<file path="src/rtl/sdp_pkg.sv">
package sdp_pkg;

  localparam int DATA_W  = 32;
  localparam int BYTE_W  = 8;
  localparam int SEL_W   = 4;
  localparam int OP_W    = 3;
  localparam int WORD_SH = 2;
  localparam int IDX_SH  = 8;

  typedef enum logic [SEL_W-1:0] {
    BS_MDR  = 4'd0,
    BS_PC   = 4'd1,
    BS_MBRS = 4'd2,
    BS_MBRU = 4'd3,
    BS_SP   = 4'd4,
    BS_LV   = 4'd5,
    BS_CPP  = 4'd6,
    BS_TOS  = 4'd7,
    BS_OPC  = 4'd8
  } bsrc_e;

  typedef enum logic [OP_W-1:0] {
    OP_ADD  = 3'd0,
    OP_BSUB = 3'd1,
    OP_AND  = 3'd2,
    OP_OR   = 3'd3,
    OP_INCB = 3'd4,
    OP_DECB = 3'd5,
    OP_ADD1 = 3'd6,
    OP_PASS = 3'd7
  } aluop_e;

  localparam int C_MAR = 0;
  localparam int C_MDR = 1;
  localparam int C_PC  = 2;
  localparam int C_SP  = 3;
  localparam int C_LV  = 4;
  localparam int C_CPP = 5;
  localparam int C_TOS = 6;
  localparam int C_OPC = 7;
  localparam int C_H   = 8;
  localparam int CW    = 9;

endpackage

</file>
<file path="src/rtl/sdp_rst_sync.sv">
module sdp_rst_sync #(
  parameter int STAGES = 2
) (
  input  logic clk,
  input  logic rst_n,
  output logic rst_sn
);
  logic [STAGES-1:0] sync_q;

  always_ff @(posedge clk or negedge rst_n) begin
    if (!rst_n) sync_q <= '0;
    else        sync_q <= {sync_q[STAGES-2:0], 1'b1};
  end

  assign rst_sn = sync_q[STAGES-1];
endmodule

</file>
<file path="src/rtl/sdp_bbus_mux.sv">
module sdp_bbus_mux
  import sdp_pkg::*;
#(
  parameter int DW = DATA_W,
  parameter int BW = BYTE_W
) (
  input  logic [SEL_W-1:0] sel,
  input  logic [DW-1:0]    mdr,
  input  logic [DW-1:0]    pc,
  input  logic [BW-1:0]    mbr,
  input  logic [DW-1:0]    sp,
  input  logic [DW-1:0]    lv,
  input  logic [DW-1:0]    cpp,
  input  logic [DW-1:0]    tos,
  input  logic [DW-1:0]    opc,
  output logic [DW-1:0]    bus
);
  localparam int EXT_W = DW - BW;

  logic [DW-1:0] mbr_sx;
  logic [DW-1:0] mbr_zx;

  assign mbr_sx = {{EXT_W{mbr[BW-1]}}, mbr};
  assign mbr_zx = {{EXT_W{1'b0}}, mbr};

  always_comb begin
    unique case (sel)
      BS_MDR:  bus = mdr;
      BS_PC:   bus = pc;
      BS_MBRS: bus = mbr_sx;
      BS_MBRU: bus = mbr_zx;
      BS_SP:   bus = sp;
      BS_LV:   bus = lv;
      BS_CPP:  bus = cpp;
      BS_TOS:  bus = tos;
      BS_OPC:  bus = opc;
      default: bus = '0;
    endcase
  end
endmodule

</file>
<file path="src/rtl/sdp_alu.sv">
module sdp_alu
  import sdp_pkg::*;
#(
  parameter int DW    = DATA_W,
  parameter int SHAMT = IDX_SH
) (
  input  logic [DW-1:0]   a,
  input  logic [DW-1:0]   b,
  input  logic [OP_W-1:0] op,
  input  logic            shl,
  output logic [DW-1:0]   y,
  output logic            neg,
  output logic            zero
);
  logic [DW-1:0] raw;

  always_comb begin
    unique case (op)
      OP_ADD:  raw = a + b;
      OP_BSUB: raw = b - a;
      OP_AND:  raw = a & b;
      OP_OR:   raw = a | b;
      OP_INCB: raw = b + DW'(1);
      OP_DECB: raw = b - DW'(1);
      OP_ADD1: raw = a + b + DW'(1);
      default: raw = b;
    endcase
  end

  assign y    = shl ? (raw << SHAMT) : raw;
  assign neg  = y[DW-1];
  assign zero = (y == '0);
endmodule

</file>
<file path="src/rtl/stack_dp_core.sv">
module stack_dp_core
  import sdp_pkg::*;
#(
  parameter int DW = DATA_W,
  parameter int BW = BYTE_W
) (
  input  logic              clk,
  input  logic              rst_n,
  input  logic [SEL_W-1:0]  bsel_i,
  input  logic [OP_W-1:0]   alu_op_i,
  input  logic              shl8_i,
  input  logic [CW-1:0]     cwr_i,
  input  logic              rd_i,
  input  logic              wr_i,
  input  logic              fetch_i,
  input  logic [DW-1:0]     mem_rdata_i,
  input  logic [BW-1:0]     prog_byte_i,
  output logic [DW-1:0]     mem_addr_o,
  output logic [DW-1:0]     mem_wdata_o,
  output logic              mem_rd_o,
  output logic              mem_wr_o,
  output logic [DW-1:0]     prog_addr_o,
  output logic              prog_rd_o,
  output logic              n_o,
  output logic              z_o
);
  logic          rst_sn;
  logic [DW-1:0] creg_q [CW];
  logic [DW-1:0] creg_d [CW];
  logic [CW-1:0] creg_en;
  logic [BW-1:0] mbr_q, mbr_d;
  logic          mbr_en;
  logic          rd_q, wr_q, fetch_q;
  logic          n_q, z_q;
  logic [DW-1:0] b_bus, c_bus;
  logic          alu_n, alu_z;

  sdp_rst_sync #(.STAGES(2)) u_rst (
    .clk    (clk),
    .rst_n  (rst_n),
    .rst_sn (rst_sn)
  );

  sdp_bbus_mux #(.DW(DW), .BW(BW)) u_bmux (
    .sel (bsel_i),
    .mdr (creg_q[C_MDR]),
    .pc  (creg_q[C_PC]),
    .mbr (mbr_q),
    .sp  (creg_q[C_SP]),
    .lv  (creg_q[C_LV]),
    .cpp (creg_q[C_CPP]),
    .tos (creg_q[C_TOS]),
    .opc (creg_q[C_OPC]),
    .bus (b_bus)
  );

  sdp_alu #(.DW(DW), .SHAMT(IDX_SH)) u_alu (
    .a    (creg_q[C_H]),
    .b    (b_bus),
    .op   (alu_op_i),
    .shl  (shl8_i),
    .y    (c_bus),
    .neg  (alu_n),
    .zero (alu_z)
  );

  // C-bus registers: next-state and enable per register, then the flop
  for (genvar g = 0; g < CW; g++) begin : g_creg
    if (g == C_MDR) begin : g_mdr
      // a C-bus write wins over a returning read word
      always_comb begin
        creg_en[g] = cwr_i[g] | rd_q;
        creg_d[g]  = cwr_i[g] ? c_bus : mem_rdata_i;
      end
    end else begin : g_plain
      always_comb begin
        creg_en[g] = cwr_i[g];
        creg_d[g]  = c_bus;
      end
    end

    always_ff @(posedge clk or negedge rst_sn) begin
      if (!rst_sn)          creg_q[g] <= '0;
      else if (creg_en[g])  creg_q[g] <= creg_d[g];
    end
  end

  // instruction byte register
  always_comb begin
    mbr_en = fetch_q;
    mbr_d  = prog_byte_i;
  end

  always_ff @(posedge clk or negedge rst_sn) begin
    if (!rst_sn)     mbr_q <= '0;
    else if (mbr_en) mbr_q <= mbr_d;
  end

  // strobes and flags
  always_ff @(posedge clk or negedge rst_sn) begin
    if (!rst_sn) begin
      rd_q    <= 1'b0;
      wr_q    <= 1'b0;
      fetch_q <= 1'b0;
      n_q     <= 1'b0;
      z_q     <= 1'b0;
    end else begin
      rd_q    <= rd_i;
      wr_q    <= wr_i;
      fetch_q <= fetch_i;
      n_q     <= alu_n;
      z_q     <= alu_z;
    end
  end

  assign mem_addr_o  = creg_q[C_MAR] << WORD_SH;
  assign mem_wdata_o = creg_q[C_MDR];
  assign mem_rd_o    = rd_q;
  assign mem_wr_o    = wr_q;
  assign prog_addr_o = creg_q[C_PC];
  assign prog_rd_o   = fetch_q;
  assign n_o         = n_q;
  assign z_o         = z_q;
endmodule

</file>
<file path="config.mk">
export PLATFORM = sky130hd
export DESIGN_NAME = stack_dp_core
export DESIGN_NICKNAME = d
export VERILOG_FILES = /design/src/rtl/sdp_pkg.sv /design/src/rtl/sdp_rst_sync.sv /design/src/rtl/sdp_bbus_mux.sv /design/src/rtl/sdp_alu.sv /design/src/rtl/stack_dp_core.sv
export SDC_FILE = /design/constraint.sdc
export NUM_CORES = 1
export LEC_CHECK = 0
export BUFFER_PORTS_ARGS = -buffer_cell sky130_fd_sc_hd__buf_2
export CORE_AREA = 4 4 262 161
export DETAILED_ROUTE_END_ITERATION = 16
export DIE_AREA = 0 0 266 165
export PLACE_DENSITY_LB_ADDON = 0.1
export SYNTH_ARGS = -nofsm -noshare
export SYNTH_HDL_FRONTEND = slang
export SYNTH_HIERARCHICAL = 1
export SYNTH_SLANG_ARGS = --single-unit
</file>
<file path="constraint.sdc">
create_clock -name clk -period 9.1 [get_ports clk]
set_input_delay 1.82 -clock clk [delete_from_list [all_inputs] [get_ports clk]]
set_output_delay 1.82 -clock clk [all_outputs]
set_load 0.03 [all_outputs]
</file>
==> impl_metrics.env, run 1 <==
export IMPL_status="finished, final reports clean"
export IMPL_gp_congestion=1.098
export IMPL_clock_skew_ns=0.01439
export IMPL_synth_area_mm2=0.02207
export IMPL_yosys_area_top_type="dfrtp_1"
export IMPL_synth_compound_area_share_pct=17.94
export IMPL_power_density_mw_per_mm2=267.1
export IMPL_clk_latency_ns=0.55
export IMPL_setup_tns_ns=0
export IMPL_cts_hold_buffers=0
export IMPL_cts_setup_buffers=0
export IMPL_finalSetupViolCount=0
export IMPL_postRouteAntennaNets=0
export IMPL_synth_top_area_share_pct=34.12
export IMPL_overflow=0
export IMPL_synth_simple_gate_area_share_pct=12.20
export IMPL_hold_class="reg -> reg"
export IMPL_worstMarginPinSlew_ns=1.113
export IMPL_drive_gt1_share_pct=24.62
export IMPL_crit_arrival_ns=8.35
export IMPL_drt_iter0_drc=1934
export IMPL_slew_headroom_pct=25.81
export IMPL_wirelength_mm=70.05
export IMPL_grt_pass1_vias=17580
export IMPL_top_usage_layer="met2"
export IMPL_area_delta_synth_final_pct=4.784
export IMPL_synth_area_leaders="dfrtp_1 (34%), mux2_2 (13%), ha_1 (5.4%), mux2i_1 (4.4%), buf_4 (3.8%)"
export IMPL_cts_tree="built"
export IMPL_post_route_period_util_pct=86.79
export IMPL_synthAdderAreaFrac_pct=5.623
export IMPL_start_kind="input pin"
export IMPL_drt_pass1_iter_count=6
export IMPL_drt_wirelength_per_cell_um=24.67
export IMPL_hold_violations=0
export IMPL_core_area_mm2=0.03994
export IMPL_ys_flop_type="dfrtp_1"
export IMPL_synth_cells=2287
export IMPL_nets=2449
export IMPL_critical_path_class="in -> reg"
export IMPL_start_util_pct=55.27
export IMPL_fin_util_pct=57.92
export IMPL_max_stage_delay_ns=0.64
export IMPL_worst_path_most_repeated_cell="a32oi_1"
export IMPL_routed_via_density=6.435
export IMPL_cts_made_buffers=26
export IMPL_required_ns=9.55
export IMPL_rrSetupSlack_ns=2.74
export IMPL_yosys_warnings=6
export IMPL_grtUsageMet2_pct=46.76
export IMPL_dp_final_hpwl_mm=52.07
export IMPL_leakagePower_nw=10.53
export IMPL_syn_area_per_cell_um2=9.652
export IMPL_cts_resized=0
export IMPL_async_flop_share_pct=100.0
export IMPL_synth_edff_count=0
export IMPL_yosysSeqAreaShare_pct=34.12
export IMPL_cts_htree_levels=1
export IMPL_die_y_um=165
export IMPL_numPortBuffers=160
export IMPL_slew_violations=0
export IMPL_max_freq_mhz=126.6
export IMPL_path_max_fanout=29
export IMPL_grt_max_degree=153
export IMPL_vias=18270
export IMPL_grt_antenna_before_repair=0
export IMPL_ir_drop_v=0.0001527
export IMPL_yosys_area_share_xor_xnor_pct=2.182
export IMPL_ys_types=106
export IMPL_clock_path_buffers=3
export IMPL_io_pin_count=163
export IMPL_place_inst=2792
export IMPL_cts_reportedPaths_clkPinSlew_ns=0.08
export IMPL_met1_usage_pct=46.45
export IMPL_groute_layer_met3_usage_pct=5.331
export IMPL_clock_sinks=301
export IMPL_fin_crit_ns=7.898
export IMPL_drv_cap=0
export IMPL_crit_chain="buf_2, and2b_4, a32oi_1, a32o_1, a22oi_1, inv_1, ha_1, nor2_1, and4bb_1, a211oi_1, o21ai_1, xor2_1, a32oi_1, or3_1, nor4_1, mux2i_1, a32oi_1, buf_4, nor4_1, nand4_1, nor4_2"
export IMPL_synthMuxAreaShare_pct=18.70
export IMPL_end_kind="flip-flop"
export IMPL_grt_pass1_wl_mm=106.0
export IMPL_die_width_um=266
export IMPL_instances_no_fill=2839
export IMPL_drc=0
export IMPL_cts_root_buffer="clkbuf_16"
export IMPL_synth_top_family_by_area="multiplexers"
export IMPL_die_area_mm2=0.04389
export IMPL_rsz0062_at_grt="false"
export IMPL_grt_usage_pct=30.86
export IMPL_rows=57
export IMPL_synth_seq_cells=301
export IMPL_cp_slowest_cell="or3_1"
==> final cells by class <==
type	count	area (µm²)
multi-input combinational	1664	12520
sequential	301	7537
clock buffer	40	794.5
inverter	83	311.5
tap	531	664.4
antenna	1	2.502
clock inverter	6	86.33
fill	3598	16810
timing repair buffer	213	1214
==> cells in the mapped netlist (all sizes together), types with 20 or more instances <==
| master | number |
|---|---|
| a211oi | 38 |
| a21o | 35 |
| a21oi | 147 |
| a22oi | 34 |
| buf | 190 |
| clkbuf | 50 |
| dfrtp | 301 |
| ha | 96 |
| inv | 83 |
| mux2 | 273 |
| mux2i | 97 |
| nand2 | 182 |
| nand3 | 33 |
| nor2 | 119 |
| nor3 | 50 |
| o211ai | 20 |
| o21ai | 135 |
| o22ai | 28 |
| or3 | 20 |
| xnor2 | 32 |
| xor2 | 23 |
==> layout by cell type, fill, tap and decap left out, drive strengths merged, types with 40 or more instances in the layout <==
cell type,instances
clkbuf,40
nand2,182
buf,213
nor2,119
mux2,273
inv,83
mux2i,97
a21oi,147
dfrtp,301
nor3,50
o21ai,135
ha,96
==> layer usage <==
metal / vias to the layer above / share of wire [%]
li1: 8279 / -
met1: 9109 / 46
met2: 770 / 43
met4: 0 / 2.2
met3: 111 / 8.2
met5: - / 0
==> flip-flops by register name, indices dropped and copies added (netlist names) <==
register	count
u_rst/sync_q	2
mem_wdata_o	32
mbr_q	8
prog_addr_o	32
mem_rd_o	1
mem_wr_o	1
n_o	1
creg_q	192
mem_addr_o	30
z_o	1
prog_rd_o	1
==> cells by family after synthesis <==
group	after synthesis
other cells	2
fa+ha+maj	98
simple gates	545
buf+inv	323
mux	370
xor+xnor	55
compound gates	593
flops	301
==> power breakdown <==
part / internal, mW / total [mW] / switching, mW
combinational: 1.15 / 2.97 / 1.82
sequential: 1.74 / 2.04 / 0.298
clock: 0.658 / 1.17 / 0.512
total: 3.55 / 6.18 / 2.63
==> worst max-delay path: cells and delay by family <==
kind,cells,cell delay (ns)
and+or+nand+nor,8,2.84
AOI/OAI and AO/OA,7,1.88
buffers and inverters,3,0.83
adders and majority gates,1,0.43
xor gates and xnor gates,1,0.30
muxes,1,0.22
==> metrics by stage <==
| stage | total power [mW] | hold WS [ns] | setup slack (ns) | cell area, µm² |
|---|---|---|---|---|
| after global routing | 6.542 | 0.3916 | 0.7735 | 23130 |
| after detailed placement | 4.972 | 0.3522 | 0.7539 | 22250 |
| after floorplan | 4.262 | 0.3312 | 0.09013 | 22080 |
| after CTS | 6.149 | 0.3814 | 1.333 | 23130 |
| after global placement | 4.910 | 0.3373 | 0.8885 | 22250 |
| final | 6.177 | 0.3776 | 1.202 | 23130 |
==> worst paths after layout <==
check / startpoint / endpoint / cells after the start
max: bsel_i[2] / z_o / 21
min reg2reg: u_rst/sync_q[0] / u_rst/sync_q[1] / 0
max in group asynchronous: u_rst/sync_q[1] / creg_q[103] / 2
max reg2reg: mbr_q[0] / z_o / 20
min in group asynchronous: u_rst/sync_q[1] / mem_addr_o[6] / 0
min: u_rst/sync_q[0] / u_rst/sync_q[1] / 0
Power figures use the tool's default switching activity.
==> inputs of run 2 (changes only) <==
--- a/config.mk
+++ b/config.mk
@@ -9,7 +9,8 @@
 export CORE_AREA = 4 4 262 161
 export DETAILED_ROUTE_END_ITERATION = 16
 export DIE_AREA = 0 0 266 165
-export PLACE_DENSITY_LB_ADDON = 0.1
+export MAX_ROUTING_LAYER = met4
+export PLACE_DENSITY_LB_ADDON = 0.15
 export SYNTH_ARGS = -nofsm -noshare
 export SYNTH_HDL_FRONTEND = slang
 export SYNTH_HIERARCHICAL = 1
==> run 2 against run 1 <==
  * Total power fell by 0.45%
  * Global-route usage rose by 0.27 points
  * Non-clock buffer count fell by 6
  * Design area fell by 0.15%
  * Worst setup slack got worse by 0.47 ns
  * Fmax fell by 5.6%
  * Critical path type unchanged
  * Critical endpoint unchanged
==> impl_metrics.env, run 2 (synthesized netlist as in run 1, its figures left out) <==
export IMPL_drc=0
export IMPL_dp_final_hpwl_mm=50.61
export IMPL_cts_root_buffer="clkbuf_16"
export IMPL_status="finished, final reports clean"
export IMPL_cts_reportedPaths_clkPinSlew_ns=0.07
export IMPL_post_route_period_util_pct=91.92
export IMPL_cts_htree_levels=1
export IMPL_ir_drop_v=0.0001567
export IMPL_fin_ws_ns=0.7352
export IMPL_numPortBuffers=160
export IMPL_n_antenna_cell=0
export IMPL_crit_family="simple AND/OR/NAND/NOR gates"
export IMPL_drt_wirelength_per_cell_um=24.22
export IMPL_whs_ns=0.3579
export IMPL_regMostFlops="creg_q"
export IMPL_postRouteAntennaNets=0
export IMPL_clock_sinks=301
export IMPL_final_cell_area_mm2=0.02310
export IMPL_drive_gt1_share_pct=24.49
export IMPL_hold_violations=0
export IMPL_fin_crit_ns=8.365
export IMPL_place_inst=2786
export IMPL_slew_headroom_pct=18.93
export IMPL_end_kind="flip-flop"
export IMPL_cts_tree="built"
export IMPL_io_pin_count=163
export IMPL_rsz0062_at_grt="false"
export IMPL_vias=18210
export IMPL_final_common_cell="dfrtp_1"
export IMPL_cts_made_buffers=25
export IMPL_cp_slowest_cell="nor4_1"
export IMPL_rows=57
export IMPL_path_max_fanout=24
export IMPL_layout_common_cells="dfrtp_1 (299), mux2_2 (251), nand2_1 (181)"
export IMPL_grt_max_degree=163
export IMPL_clock_path_buffers=3
export IMPL_drv_cap=0
export IMPL_gp_congestion=0.9986
export IMPL_grt_pass1_wl_mm=104.6
export IMPL_nets=2442
export IMPL_dp_slack_ns=0.1652
export IMPL_max_freq_mhz=119.5
export IMPL_finalPower_mw=6.150
export IMPL_grt_antenna_before_repair=0
export IMPL_area_delta_synth_final_pct=4.631
export IMPL_crit_arrival_ns=8.81
export IMPL_fin_util_pct=57.83
export IMPL_crit_cells=20
export IMPL_drt_iter0_drc=2061
export IMPL_cts_hold_buffers=0
export IMPL_setup_tns_ns=0
export IMPL_largest_reg_flops=192
export IMPL_start_util_pct=55.27
export IMPL_overflow=0
export IMPL_die_width_um=266
export IMPL_power_density_mw_per_mm2=266.2
export IMPL_clock_skew_ns=0.01749
export IMPL_grt_usage_pct=31.12
export IMPL_drt_pass1_iter_count=5
export IMPL_routed_via_density=6.435
export IMPL_instances_no_fill=2830
export IMPL_slew_violations=0
export IMPL_min_path_cells=0
export IMPL_required_ns=9.54
export IMPL_critical_path_class="in -> reg"
export IMPL_crit_buf_inv=3
export IMPL_core_area_mm2=0.03994
export IMPL_hold_class="reg -> reg"
export IMPL_worstMarginPinSlew_ns=1.211
export IMPL_clk_latency_ns=0.53
export IMPL_worst_r2r_cell_count=17
export IMPL_wirelength_mm=68.54
export IMPL_max_stage_delay_ns=0.79
export IMPL_start_kind="input pin"
export IMPL_placed_area_mm2=0.02220
export IMPL_finalSetupViolCount=0
export IMPL_grt_pass1_vias=17510
export IMPL_die_y_um=165
export IMPL_leakagePower_nw=10.51
export IMPL_die_area_mm2=0.04389
export IMPL_crit_chain="buf_2, buf_4, and2_1, a221oi_1, a32o_1, a22oi_2, inv_1, ha_1, nand3_2, a21oi_2, nor2_1, o221ai_1, nand4_1, or3_1, o41ai_2, o21ai_1, nor4_1, and4b_1, nand4_1, nor4_2"
export IMPL_worst_path_most_repeated_cell="nand4_1"
run 2: final timing paths:
path / start / to / slack [ns]
max reg2reg: mbr_q[0] / z_o / 2.34
max: bsel_i[2] / z_o / 0.74
max in group asynchronous: u_rst/sync_q[1] / prog_addr_o[28] / 6.36
min in group asynchronous: u_rst/sync_q[1] / mem_addr_o[4] / 0.42
min reg2reg: u_rst/sync_q[0] / u_rst/sync_q[1] / 0.36
min: u_rst/sync_q[0] / u_rst/sync_q[1] / 0.36
run 2: area by class of cell:
cell class                 instances  area, µm²
sequential                       301       7537
fill                            3474      16840
clock inverter                     8      145.1
multi-input combinational       1664      12520
clock buffer                      36      747.0
tap                              531      664.4
inverter                          83      311.5
timing repair buffer             207       1169
run 2: per-layer routing:
layer / up-vias / part of all wire [%] / track usage (%) / wire length [µm]
li1: 8250 / - / - / -
met1: 9085 / 46 / 46.77 / 31750
met2: 792 / 43 / 44.95 / 29640
met3: 85 / 8.7 / 4.586 / 5948
met4: 0 / 1.7 / 5.941 / 1190
met5: - / 0 / - / 0
run 2: what timing repair did:
action,in CTS,in global routing
setup endpoints to repair,0,1
gates resized for setup,0,1
hold endpoints to repair,0,0
buffers inserted,0,0
run 2: report_power, final:
group          internal, mW  total (mW)  switching, mW  leakage (nW)
clock network         0.683        1.18          0.493         0.434
registers              1.74        2.04          0.298          3.75
logic                  1.14        2.94           1.80          6.33
